[src/rtl/irq_stat_pkg.sv]
package irq_stat_pkg;
   // which internal register a bus address selects
   typedef enum logic [1:0] {
      SEL_NONE = 2'd0,
      SEL_STAT = 2'd1,
      SEL_EN   = 2'd2,
      SEL_SUM  = 2'd3
   } reg_sel_e;
endpackage

[src/rtl/irq_edge_detect.sv]
module irq_edge_detect #(
   parameter int W            = 8,
   parameter bit DUAL_CAPABLE = 1'b1
) (
   input  logic         clk,
   input  logic         rst_n,
   input  logic [W-1:0] src,
   input  logic [W-1:0] dual,
   output logic [W-1:0] evt
);
   logic [W-1:0] smp_now;
   logic [W-1:0] smp_old;

   always_ff @(posedge clk or negedge rst_n) begin
      if (!rst_n) begin
         smp_now <= '0;
         smp_old <= '0;
      end else begin
         smp_now <= src;
         smp_old <= smp_now;
      end
   end

   for (genvar b = 0; b < W; b++) begin : g_bit
      if (DUAL_CAPABLE) begin : g_dual
         assign evt[b] = dual[b] ? (smp_now[b] ^ smp_old[b])
                                 : (smp_now[b] & ~smp_old[b]);
      end else begin : g_rise
         logic unused_mode;
         assign unused_mode = dual[b];
         assign evt[b] = smp_now[b] & ~smp_old[b];
      end
   end
endmodule

[src/rtl/irq_status_bank.sv]
module irq_status_bank #(
   parameter int           W    = 8,
   parameter logic [W-1:0] RSVD = '0
) (
   input  logic         clk,
   input  logic         rst_n,
   input  logic [W-1:0] evt,
   input  logic         clr,
   input  logic         en_we,
   input  logic [W-1:0] en_wdata,
   output logic [W-1:0] stat,
   output logic [W-1:0] en,
   output logic         req
);
   localparam logic [W-1:0] LIVE = ~RSVD;

   logic [W-1:0] stat_nxt;

   // a clearing read still lets this cycle's events in
   always_comb begin
      stat_nxt = (clr ? '0 : stat) | (evt & LIVE);
   end

   always_ff @(posedge clk or negedge rst_n) begin
      if (!rst_n) begin
         stat <= '0;
         en   <= '0;
      end else begin
         stat <= stat_nxt;
         if (en_we) en <= en_wdata & LIVE;
      end
   end

   assign req = |(stat & en);


   latch_hold_chk: assert property (@(posedge clk) disable iff (!rst_n)
      !clr |=> ((stat & $past(stat)) == $past(stat)));

   read_clear_chk: assert property (@(posedge clk) disable iff (!rst_n)
      (clr && evt == '0) |=> (stat == '0));

   event_catch_chk: assert property (@(posedge clk) disable iff (!rst_n)
      ((evt & LIVE) != '0) |=> ((stat & $past(evt & LIVE)) == $past(evt & LIVE)));

   reserved_zero_chk: assert property (@(posedge clk) disable iff (!rst_n)
      ((stat & RSVD) == '0) && ((en & RSVD) == '0));
endmodule

[src/rtl/irq_stat_ctrl.sv]
module irq_stat_ctrl
   import irq_stat_pkg::*;
#(
   parameter int                         NUM_REGS  = 8,
   parameter int                         REG_W     = 8,
   parameter int                         ADDR_W    = 8,
   parameter int                         STAT_BASE = 4,
   parameter int                         EN_BASE   = 20,
   parameter int                         SUM_ADDR  = 12,
   parameter bit                         DUAL_CAPABLE = 1'b1,
   parameter logic [NUM_REGS*REG_W-1:0]  RSVD_MASK = 64'h0000_8000_0000_0080
) (
   input  logic                        clk,
   input  logic                        rst_n,
   input  logic [NUM_REGS*REG_W-1:0]   src_i,
   input  logic [NUM_REGS*REG_W-1:0]   dual_i,
   input  logic [ADDR_W-1:0]           addr_i,
   input  logic                        wr_en_i,
   input  logic [REG_W-1:0]            wdata_i,
   input  logic                        rd_en_i,
   output logic [REG_W-1:0]            rdata_o,
   output logic                        irq_n
);
   localparam int TOTAL = NUM_REGS * REG_W;
   localparam int STAT_LAST = STAT_BASE + NUM_REGS - 1;
   localparam int EN_LAST   = EN_BASE + NUM_REGS - 1;

   if (NUM_REGS < 1 || NUM_REGS > REG_W) begin : g_bad_regs
      $error("NUM_REGS must lie in 1..REG_W so the summary fits one register");
   end
   if (STAT_LAST >= (1 << ADDR_W) || EN_LAST >= (1 << ADDR_W)
       || SUM_ADDR >= (1 << ADDR_W)) begin : g_bad_addr
      $error("register map exceeds address width");
   end
   if ((EN_BASE <= STAT_LAST && EN_LAST >= STAT_BASE)
       || (SUM_ADDR >= STAT_BASE && SUM_ADDR <= STAT_LAST)
       || (SUM_ADDR >= EN_BASE && SUM_ADDR <= EN_LAST)) begin : g_bad_overlap
      $error("register windows overlap");
   end

   logic [TOTAL-1:0]    evt_flat;
   logic [REG_W-1:0]    stat  [NUM_REGS];
   logic [REG_W-1:0]    en    [NUM_REGS];
   logic [NUM_REGS-1:0] req;
   logic [NUM_REGS-1:0] st_hit;
   logic [NUM_REGS-1:0] en_hit;
   logic                sum_hit;
   reg_sel_e            sel;
   logic [REG_W-1:0]    rd_next;

   irq_edge_detect #(
      .W            (TOTAL),
      .DUAL_CAPABLE (DUAL_CAPABLE)
   ) u_edge (
      .clk   (clk),
      .rst_n (rst_n),
      .src   (src_i),
      .dual  (dual_i),
      .evt   (evt_flat)
   );

   assign sum_hit = (addr_i == ADDR_W'(SUM_ADDR));

   for (genvar k = 0; k < NUM_REGS; k++) begin : g_reg
      localparam logic [ADDR_W-1:0] ST_A = ADDR_W'(STAT_LAST - k);
      localparam logic [ADDR_W-1:0] EN_A = ADDR_W'(EN_LAST - k);

      assign st_hit[k] = (addr_i == ST_A);
      assign en_hit[k] = (addr_i == EN_A);

      irq_status_bank #(
         .W    (REG_W),
         .RSVD (RSVD_MASK[k*REG_W +: REG_W])
      ) u_bank (
         .clk      (clk),
         .rst_n    (rst_n),
         .evt      (evt_flat[k*REG_W +: REG_W]),
         .clr      (rd_en_i && st_hit[k]),
         .en_we    (wr_en_i && en_hit[k]),
         .en_wdata (wdata_i),
         .stat     (stat[k]),
         .en       (en[k]),
         .req      (req[k])
      );
   end

   always_comb begin
      if (|st_hit)      sel = SEL_STAT;
      else if (|en_hit) sel = SEL_EN;
      else if (sum_hit) sel = SEL_SUM;
      else              sel = SEL_NONE;
   end

   always_comb begin
      rd_next = '0;
      unique case (sel)
         SEL_STAT: for (int k = 0; k < NUM_REGS; k++)
                      if (st_hit[k]) rd_next = stat[k];
         SEL_EN:   for (int k = 0; k < NUM_REGS; k++)
                      if (en_hit[k]) rd_next = en[k];
         SEL_SUM:  rd_next = REG_W'(req);
         default:  rd_next = '0;
      endcase
   end

   always_ff @(posedge clk or negedge rst_n) begin
      if (!rst_n)       rdata_o <= '0;
      else if (rd_en_i) rdata_o <= rd_next;
   end

   assign irq_n = ~(|req);


   enabled_irq_chk: assert property (@(posedge clk) disable iff (!rst_n)
      (|(stat[0] & en[0])) |-> !irq_n);

   irq_release_chk: assert property (@(posedge clk) disable iff (!rst_n)
      (req == '0) |-> irq_n);

   stat_write_chk: assert property (@(posedge clk) disable iff (!rst_n)
      (wr_en_i && st_hit[0] && !rd_en_i && evt_flat[REG_W-1:0] == '0)
      |=> (stat[0] == $past(stat[0])));
endmodule

[config.mk]
export PLATFORM = sky130hd
export DESIGN_NAME = irq_stat_ctrl
export DESIGN_NICKNAME = d
export VERILOG_FILES = /design/src/rtl/irq_stat_pkg.sv /design/src/rtl/irq_edge_detect.sv /design/src/rtl/irq_status_bank.sv /design/src/rtl/irq_stat_ctrl.sv
export SDC_FILE = /design/constraint.sdc
export NUM_CORES = 1
export LEC_CHECK = 0
export ABC_AREA = 1
export BUFFER_PORTS_ARGS = -buffer_cell sky130_fd_sc_hd__buf_2
export CORE_ASPECT_RATIO = 1.2
export CORE_UTILIZATION = 58
export CTS_BUF_LIST = sky130_fd_sc_hd__clkbuf_16
export CTS_CLUSTER_SIZE = 14
export DETAILED_ROUTE_END_ITERATION = 10
export MAX_ROUTING_LAYER = met4
export PLACE_DENSITY = 0.82
export SETUP_SLACK_MARGIN = 0.15
export SLEW_MARGIN = 10
export SYNTH_ARGS = -nofsm -noshare
export SYNTH_HDL_FRONTEND = slang
export SYNTH_SLANG_ARGS = --single-unit
export TNS_END_PERCENT = 30
[constraint.sdc]
create_clock -name clk -period 1.5 [get_ports clk]
set_input_delay 0.3 -clock clk [delete_from_list [all_inputs] [get_ports clk]]
set_output_delay 0.3 -clock clk [all_outputs]
set_load 0.03 [all_outputs]
After elaboration in Yosys (flattened, before gate mapping). Cells that the tools add are included.

Eq/ne operators: 20. Mux-type cells: 90. Bitwise logic cells: 203. Reductions and logical operators: 27.

Operators with widths (number): 8-bit 2-to-1 mux (23); 8-bit OR reduction (10); 8-bit by 5-bit equality test with 1-bit output (second input constant) (8); 64-bit OR reduction (1); 1-bit NOT (63); 1-bit bitwise AND (62); 1-bit 2-to-1 mux (62); 1-bit bitwise XOR (62); 8-bit bitwise AND (6); 8-bit OR (6); 8-bit by 4-bit equality test with 1-bit output (second input constant) (5); 8-bit by 3-bit equality test with 1-bit output (second input constant) (4); 8-bit case mux with 3 select lines (1); 8-bit by 7-bit bitwise AND with 8-bit output (2); 1-bit logical AND (16); 8-bit by 7-bit OR with 8-bit output (2); 7-bit 2-to-1 mux (1); 2-bit 2-to-1 mux (3); 2-bit equality test (second input constant) (2); 2-bit by 1-bit equality test with 1-bit output (second input constant) (1).

Bits in registers: 262. Input port bits: 148. Output and inout bits: 9. Word-level logic and storage cells: 359.

Longest topological paths before layout. Gate-level depths: netlist (run 1).

Word-level depth: 10. Gate-level depth with buffers: 15. Gate-level depth less buffers: 14.

By module. A second synthesis (run 1) with hierarchy kept.

Cells, all modules: 1515. Area, all modules: 12537.0 µm².

Modules (own cells, without submodules): irq_edge_detect (times used 1, cells each 576, area each 5445.2 µm², seq. area each 3203.1 µm²); irq_status_bank at g_reg[1].u_bank ... (times used 6, cells each 73, area each 663.1 µm², seq. area each 400.4 µm²); irq_stat_ctrl (times used 1, cells each 367, area each 1891.8 µm², seq. area each 200.2 µm²); irq_status_bank at g_reg[0].u_bank ... (times used 2, cells each 67, area each 610.6 µm², seq. area each 350.3 µm²).

Worst setup path after synthesis (run 1). No wires, ideal clock.

Path type: register to output. From: register g_reg[0].u_bank.stat[3]. To: output irq_n. Arrival: 1287 ps. Data required time: 1200 ps. Slack: -87 ps. Stages on the path, launching flop included: 6. Path buffers: 0. Cells stage by stage: dfrtp_1 > a22o_1 > nor3_1 > nand3_1 > nor2_1 > and3b_1.

Longest elaborated chain between the ends: 3.

Ends and longest elaborated chain: start, declared (RTL line irq_status_bank.sv:11) `output logic [W-1:0] stat,`; start signal, assigned (RTL line irq_status_bank.sv:29) `stat <= stat_nxt;`; 8-bit by 7-bit bitwise AND with 8-bit output (RTL line irq_status_bank.sv:34) `assign req = |(stat & en);`; 64-bit OR reduction (RTL line irq_stat_ctrl.sv:111) `assign irq_n = ~(|req);`; 1-bit NOT (RTL line irq_stat_ctrl.sv:111); end, declared (RTL line irq_stat_ctrl.sv:22) `output logic irq_n`.

Every way passes these cells.

Final worst setup path (run 1).
From: register g_reg[1].u_bank.stat[1]. To: output irq_n.

Longest elaborated chain between the ends: 3.

Ends and longest elaborated chain (RTL line): start, declared (irq_status_bank.sv:11); start signal, assigned (irq_status_bank.sv:29); 8-bit bitwise AND (irq_status_bank.sv:34); 64-bit OR reduction (irq_stat_ctrl.sv:111); 1-bit NOT (irq_stat_ctrl.sv:111).

Every way passes these cells.

==> results.json, run 1 <==
{
  "synth_nets": 1463,
  "die_y_um": 156,
  "rr_endpoint": "rdata_o[2]",
  "tritoncts": "done",
  "wire_per_inst_um": 19.2,
  "grt_pass1_wl_um": 58000,
  "place_congestion": 1.07,
  "preCtsSetupSlack_ps": -421,
  "clock-sinks": 256,
  "fill_cells": 1124,
  "grt_pass1_vias": 11200,
  "final_common_cell": "nand2_1",
  "critPathBufInv": 2,
  "fin_crit_ps": 2360,
  "ys_warn_count": 0,
  "power_leakage_nw": 8.61,
  "cts_root_buffer": "clkbuf_16",
  "gr-total-overflow": 0,
  "cp-start-kind": "register",
  "tns_ps": -861,
  "die-area_mm2": 0.0205,
  "cts_buffers": 26,
  "crit_cells": 7,
  "tightest_slew_ps": 545,
  "rsz0062_at_grt": "yes",
  "place_hpwl_um": 24700,
  "grt_util_all_layers_pct": 39.0,
  "finalPower_mw": 15.4,
  "max_freq_ghz": 0.424,
  "clkTransAtPathRegs_ps": 60,
  "synth_area_mm2": 0.0115,
  "grt_antenna_before_repair": 0,
  "seq_area_mm2": 0.00641,
  "crit_path_start": "g_reg[1].u_bank.stat[1]",
  "routed_wl_um": 37700,
  "rr_worst_depth": 10,
  "start_util_pct": 59.2,
  "io_buffers": 152,
  "ys_seq_elements": 256,
  "worst_clock_skew_ps": 11.0,
  "critPathKind": "register to primary output",
  "p_per_area_mw_per_mm2": 952,
  "crit_family": "simple AND/OR/NAND/NOR gates",
  "irDropWorstVdd_v": 0.00114,
  "dieWidth_um": 131,
  "ant_nets": 0,
  "r2r-start": "g_reg[1].u_bank.stat[2]",
  "firstDrtPassIters": 5,
  "slew_headroom_pct": 63.7,
  "cp_slowest_stage_delay_ps": 380,
  "arrival_ps": 2060,
  "fin_ws_ps": -861,
  "fin_nets": 1901,
  "status": "complete, but fails checks",
  "ys_types": 33,
  "area_growth_pct": 40.5,
  "crit_path_end": "irq_n",
  "num_vias": 10700,
  "clockBufferDepth": 3,
  "violations": "setup timing",
  "cap_violations": 0,
  "syn-mean-instance-area_um2": 9.20,
  "min_period_over_period_pct": 157,
  "num_rows": 56,
  "synth_cells": 1253,
  "grt_max_degree": 50,
  "io_pins": 157,
  "ys_seq_area_share_pct": 55.6,
  "critPathMaxFanout": 2,
  "clock_latency_ps": 540,
  "layout-drive-gt1-share_pct": 30.7,
  "holdCritPathClass": "input port to register",
  "maxSlewViolCount": 0,
  "path_cells": "a22o_1 -> nor3_2 -> buf_4 -> nand3_2 -> nor2_1 -> and3b_2 -> buf_6",
  "endpoint_kind": "primary output",
  "layout_common_cells": "266 x nand2_1, 256 x inv_1, 256 x dfrtp_1",
  "core_area_mm2": 0.0195,
  "antennaDiodeCount": 0,
  "multi_input_area_mm2": 0.00433,
  "slowest_stage": "dfrtp_1",
  "avgViaCountPerCell": 5.44,
  "required_ps": 1200,
  "htree_levels": 1,
  "drtIter0Drc": 782,
  "hold_viol": 0,
  "setup_viol": 1,
  "rrSetupSlack_ps": 20,
  "drc_errors": 0
}
==> worst register-to-register path: stages (launching register included) <==
cell	delay (ps)
dfrtp_1	400
buf_6	130
buf_6	120
nand3_4	70
nand3_2	70
nor2_2	120
nand4_1	170
nand2_1	110
nand3_1	70
nand2_1	70
nand2_1	50
==> area by class of cell <==
type / count / area share [%]
repair buffers: 430 / 20.1
multi-input cells: 700 / 26.7
inverters: 277 / 6.62
clock inverters: 19 / 0.819
well taps: 261 / 2.02
clock buffers: 27 / 4.17
flip-flops and latches: 256 / 39.5
==> synth_stat cells <==
library cell / n / area share, %
nor3_2: 1 / 0.087
nor4_4: 1 / 0.18
nand4_1: 1 / 0.054
buf_4: 6 / 0.39
o221ai_1: 39 / 3.0
nor2_2: 7 / 0.38
clkbuf_1: 2 / 0.065
ha_1: 62 / 6.7
o211ai_1: 12 / 0.78
dfrtp_1: 256 / 56
a221o_1: 11 / 0.95
a22o_1: 12 / 0.91
nand2_2: 10 / 0.54
buf_2: 10 / 0.43
inv_2: 11 / 0.36
buf_6: 3 / 0.29
o22ai_1: 10 / 0.54
and3b_1: 1 / 0.076
a221oi_1: 1 / 0.076
nand2_1: 287 / 9.3
nand3_2: 2 / 0.17
nand3_1: 64 / 2.8
inv_1: 265 / 8.6
nor2_4: 7 / 0.68
or2_0: 4 / 0.22
o21ai_1: 24 / 1.0
nor2_1: 57 / 1.9
nor3_1: 5 / 0.22
o2111ai_1: 1 / 0.076
clkinv_1: 1 / 0.033
o21ai_0: 56 / 2.4
a21oi_1: 22 / 0.95
nand2_4: 2 / 0.20
==> logic make-up after synthesis <==
| family | synth area share, % |
|---|---|
| DFF | 55.6 |
| adders and majority gates | 6.73 |
| buffers and inverters | 10.2 |
| AOI/OAI and AO/OA | 10.7 |
| and+or+nand+nor | 16.8 |
==> routing by layer <==
| metal | GRT usage, % | vias to the layer above | part of all wire, % |
|---|---|---|---|
| met2 | 66.9 | 549 | 50 |
| met4 | 17.0 | 0 | 5.4 |
| met3 | 5.09 | 158 | 7.0 |
| met1 | 45.5 | 5135 | 37 |
| li1 | - | 4868 | - |
| met5 | - | - | 0 |
==> report_power, final <==
group	internal (mW)	leakage, nW	switching [mW]	total (mW)
logic	0.826	5.24	1.01	1.83
clock network	3.57	0.418	2.70	6.27
registers	7.17	2.95	0.148	7.32
==> worst min path at each step <==
stage	start	to	slack, ps	cells past startpoint
floorplan	rst_n	g_reg[0].u_bank.en[0]	4	0
global placement	rst_n	u_edge.smp_now[60]	250	1
detailed placement	rst_n	u_edge.smp_now[60]	260	1
CTS	dual_i[62]	g_reg[7].u_bank.stat[6]	0.5	3
global route	dual_i[60]	g_reg[7].u_bank.stat[4]	4	3
finish	dual_i[27]	g_reg[3].u_bank.stat[3]	3	3
==> sequential cells by signal (all words and copies together), names as in the netlist <==
register	count
g.u_bank.stat	62
g.u_bank.en	62
rdata_o	8
u_edge.smp_old	62
u_edge.smp_now	62
==> what timing repair did <==
| item | CTS | global route |
|---|---|---|
| endpoints found under the hold margin | 104 | 0 |
| setup buffers | 3 | 14 |
| resized for setup | 70 | 58 |
| pin swaps | 18 | 32 |
| cloned | 0 | 1 |
| endpoints found under the setup margin | 23 | 68 |
| hold buffers | 67 | 0 |
==> stage by stage <==
stage,std cells,hold WS (ps),cell area (µm²),utilization (%)
5_1_grt,1970,4.20,16200,83.2
6_report,1970,2.75,16200,83.2
4_1_cts,1955,0.529,15900,81.5
2_1_floorplan,1253,4.41,11700,-
3_5_place_dp,1839,258,14100,72.6
3_3_place_gp,1839,248,14100,72.6
Note: power is estimated with default switching activity, not from simulation.
==> run 2, diff against run 1 <==
Clock period 1.5 ns to 2.6 ns, I/O delays scaled along.
==> run 2 against run 1 <==
The run now ends clean. Clock power shrank 50%. Routed wire length shrank 23%. Sequential share of layout area grew 7.9 points. Sequential power shrank 42%. Critical path depth is the same. First-iteration DRC count shrank 24%. Highest routed layer unchanged.
==> results.json, run 2 (synthesis results as in run 1) <==
{
  "status": "completed",
  "layout-drive-gt1-share_pct": 18.5,
  "cp-start-kind": "register",
  "start_util_pct": 59.2,
  "tns_ps": 0,
  "clockBufferDepth": 3,
  "fin_hold_ws_ps": 105,
  "placed_cell_area_mm2": 0.0127,
  "power_leakage_nw": 7.23,
  "clock_latency_ps": 520,
  "tightest_slew_ps": 534,
  "rsz0062_at_grt": "yes",
  "drc_errors": 0,
  "endpoint_kind": "primary output",
  "fin_ws_ps": 78.2,
  "tritoncts": "done",
  "clock-sinks": 256,
  "num_vias": 9102,
  "core_area_mm2": 0.0195,
  "io_pins": 157,
  "routed_wl_um": 28900,
  "grt_util_all_layers_pct": 30.5,
  "multi_input_area_mm2": 0.00398,
  "fin_crit_ps": 2520,
  "finalPower_mw": 8.10,
  "grt_antenna_before_repair": 1,
  "critPathBufInv": 1,
  "slowest_stage": "dfrtp_1",
  "area_growth_pct": 17.1,
  "layout_common_cells": "287 x nand2_1, 262 x inv_1, 256 x dfrtp_1",
  "post-place-cells": 1664,
  "gr-total-overflow": 0,
  "hold_viol": 0,
  "slew_headroom_pct": 64.4,
  "path_cells": "nand2_1 -> o21ai_0 -> nor2_1 -> o2111ai_2 -> nor3_2 -> and3b_2 -> buf_6",
  "grt_pass1_wl_um": 45700,
  "grt_pass1_vias": 9125,
  "die_y_um": 156,
  "design_area_mm2": 0.0135,
  "max_freq_ghz": 0.397,
  "place_congestion": 0.962,
  "place_hpwl_um": 21400,
  "critPathKind": "register to primary output",
  "num_rows": 56,
  "dieWidth_um": 131,
  "fin_util_pct": 69.3,
  "setup_viol": 0,
  "arrival_ps": 2000,
  "io_buffers": 152,
  "min_period_over_period_pct": 97.0,
  "stdcell_count": 1717,
  "drtIter0Drc": 598,
  "worst_clock_skew_ps": 13.2,
  "avgViaCountPerCell": 5.30,
  "required_ps": 2080,
  "critPathMaxFanout": 3,
  "p_per_area_mw_per_mm2": 600,
  "final_common_cell": "nand2_1",
  "wire_per_inst_um": 16.9,
  "cp_slowest_stage_delay_ps": 430,
  "seq_area_mm2": 0.00641,
  "firstDrtPassIters": 5,
  "holdCritPathClass": "input port to register",
  "fill_cells": 1572,
  "clkTransAtPathRegs_ps": 60,
  "grt_max_degree": 67,
  "cts_root_buffer": "clkbuf_16",
  "preCtsSetupSlack_ps": 292,
  "die-area_mm2": 0.0205,
  "htree_levels": 1,
  "irDropWorstVdd_v": 0.000638,
  "ant_nets": 0,
  "maxSlewViolCount": 0,
  "fin_nets": 1655,
  "crit_family": "simple AND/OR/NAND/NOR gates",
  "cts_buffers": 25,
  "cap_violations": 0
}
## run 2: cell types whose count changed in the layout (fill, tap and decap cells not counted), moves of 15 or more
cell,previous run,this run
buf_4,186,30
buf_6,26,1
dlygate4sd3_1,67,1
nand2_1,266,287
nand2_2,26,10
nand3_1,42,63
nand3_2,22,3
nor2_1,42,57
## run 2: area by class of cell
class	count	share of cell area, %
Timing Repair Buffer	186	7.94
Clock inverter	12	0.343
Inverter	277	7.70
Sequential cell	256	47.4
Tap cell	261	2.42
Multi-Input combinational cell	699	29.5
Clock buffer	25	4.63
Antenna cell	1	0.0185
## run 2: repair_timing
item,4_1_cts,5_1_grt
pin swaps,8,1
endpoints found under the setup margin,1,1
hold buffers,1,0
setup buffers,13,1
hold endpoints to repair,37,0
gates resized for setup,20,1
## run 2: power by group
group | leakage, nW | internal (mW) | total (mW) | switching (mW)
Combinational | 3.93 | 0.304 | 0.762 | 0.458
Sequential | 2.95 | 4.14 | 4.22 | 0.0856
Clock | 0.352 | 1.71 | 3.11 | 1.40
Total | 7.23 | 6.15 | 8.10 | 1.95
## run 2: path summary, 6_finish.rpt
check | startpoint | to | slack (ps) | cells past startpoint
max in group asynchronous | rst_n | u_edge.smp_old[16] | 1430 | 3
hold / removal | src_i[5] | u_edge.smp_now[5] | 100 | 1
setup reg to reg | g_reg[4].u_bank.stat[2] | rdata_o[4] | 1010 | 13
min in group asynchronous | rst_n | g_reg[7].u_bank.stat[4] | 480 | 2
setup / recovery | g_reg[5].u_bank.stat[2] | irq_n | 80 | 7
hold reg to reg | u_edge.smp_now[1] | u_edge.smp_old[1] | 380 | 0
## run 2: layer usage
| metal | routed length (µm) | share of wire [%] | up-vias | global-route usage, % |
|---|---|---|---|---|
| li1 | - | - | 4367 | - |
| met1 | 11900 | 41 | 4348 | 38.1 |
| met2 | 14100 | 49 | 326 | 50.0 |
| met3 | 1940 | 6.7 | 61 | 4.79 |
| met4 | 953 | 3.3 | 0 | 11.6 |
| met5 | 0 | 0 | - | - |
==> run 3, diff against run 2 <==
Settings changed: REMOVE_ABC_BUFFERS from default to 1.
==> run 3 against run 2 <==
Final area grew 0.94%. Clock power is 12% higher. Global-route usage up 0.25 points. Setup slack got worse by 12 ps. Critical path depth is 1 lower. Die area unchanged. Non-clock buffer count is 2 lower. Combinational power hardly changed. Critical path type unchanged. Critical endpoint unchanged. Highest routed layer unchanged.
==> results.json, run 3 (synthesis results as in run 1) <==
{
  "clock_latency_ps": 530,
  "cp-start-kind": "register",
  "worst_clock_skew_ps": 10.4,
  "io_pins": 157,
  "irDropWorstVdd_v": 0.000697,
  "place_congestion": 0.962,
  "min_period_over_period_pct": 97.4,
  "gr-total-overflow": 0,
  "tritoncts": "done",
  "fin_nets": 1654,
  "grt_pass1_wl_um": 46100,
  "post-place-cells": 1666,
  "design_area_mm2": 0.0136,
  "min_from": "src_i[45]",
  "slowest_stage": "dfrtp_1",
  "crit_family": "simple AND/OR/NAND/NOR gates",
  "grt_max_degree": 69,
  "die_y_um": 156,
  "maxSlewViolCount": 0,
  "num_vias": 9034,
  "cap_violations": 0,
  "required_ps": 2080,
  "preCtsSetupSlack_ps": 245,
  "r2r-start": "g_reg[2].u_bank.en[0]",
  "fin_ws_ps": 66.7,
  "fin_crit_ps": 2530,
  "crit_path_start": "g_reg[0].u_bank.stat[3]",
  "p_per_area_mw_per_mm2": 621,
  "io_buffers": 152,
  "arrival_ps": 2010,
  "rsz0062_at_grt": "yes",
  "fin_hold_ws_ps": 92.7,
  "hold_viol": 0,
  "layout_common_cells": "287 x nand2_1, 263 x inv_1, 256 x dfrtp_1",
  "drtIter0Drc": 612,
  "place_hpwl_um": 21500,
  "endpoint_kind": "primary output",
  "tightest_slew_ps": 571,
  "critPathMaxFanout": 3,
  "final_common_cell": "nand2_1",
  "htree_levels": 1,
  "routed_wl_um": 28900,
  "stdcell_count": 1724,
  "clockBufferDepth": 3,
  "antennaDiodeCount": 0,
  "dieWidth_um": 131,
  "tns_ps": 0,
  "finalPower_mw": 8.47,
  "firstDrtPassIters": 5,
  "maxUsedRoutingLayer": "met4",
  "setup_viol": 0,
  "num_rows": 56,
  "cts_buffers": 26,
  "critPathKind": "register to primary output",
  "layout-drive-gt1-share_pct": 18.8,
  "critPathBufInv": 1,
  "slew_headroom_pct": 62.0,
  "grt_pass1_vias": 9079,
  "drc_errors": 0,
  "wl_met2_um": 14100,
  "area_growth_pct": 18.2,
  "power_leakage_nw": 7.29,
  "avgViaCountPerCell": 5.24,
  "status": "completed",
  "ant_nets": 0,
  "core_area_mm2": 0.0195,
  "fin_util_pct": 70.0,
  "path_cells": "a22o_1 -> nor3_2 -> nand3_2 -> nor2_2 -> and3b_2 -> buf_6",
  "placed_cell_area_mm2": 0.0127,
  "holdCritPathClass": "input port to register",
  "wire_per_inst_um": 16.8,
  "wl_met1_um": 12100,
  "grt_antenna_before_repair": 0,
  "max_freq_ghz": 0.395,
  "cts_root_buffer": "clkbuf_16",
  "start_util_pct": 59.2,
  "die-area_mm2": 0.0205,
  "met3_length_um": 1700,
  "grt_util_all_layers_pct": 30.8,
  "clock-sinks": 256,
  "clkTransAtPathRegs_ps": 60,
  "cp_slowest_stage_delay_ps": 410
}
## run 3: final timing paths
| check | slack (ps) | endpoint | depth (start not counted) |
|---|---|---|---|
| max | 70 | irq_n | 6 |
| min | 90 | u_edge.smp_now[45] | 1 |
| max reg2reg | 1050 | rdata_o[0] | 10 |
| min reg2reg | 370 | u_edge.smp_old[30] | 0 |
| max in group asynchronous | 1360 | g_reg[7].u_bank.en[5] | 3 |
| min in group asynchronous | 540 | u_edge.smp_old[61] | 2 |
## run 3: final cells by class
cell class	instances	area, µm²
clock buffer	27	676
clock inverter	20	119
fill	1545	5850
inverter	277	1040
multi-input combinational	699	3990
sequential	256	6410
tap	261	327
timing repair buffer	184	1070
## run 3: layer usage
metal | up-vias | GRT usage, %
met5 | - | -
met2 | 309 | 50.1
li1 | 4366 | -
met4 | 0 | 10.8
met1 | 4289 | 39.3
met3 | 70 | 4.41
## run 3: power by group
group,switching [mW],leakage (nW),total [mW],internal (mW)
sequential,0.0847,2.95,4.22,4.14
combinational,0.460,3.93,0.759,0.299
clock,1.52,0.411,3.49,1.97
## run 3: what timing repair did
action                     CTS  global route
buffers inserted             7             3
pin swaps                    5             4
gates resized for setup     14             6
hold endpoints to repair    62             0
setup endpoints to repair    1             1
hold buffers                 1             0
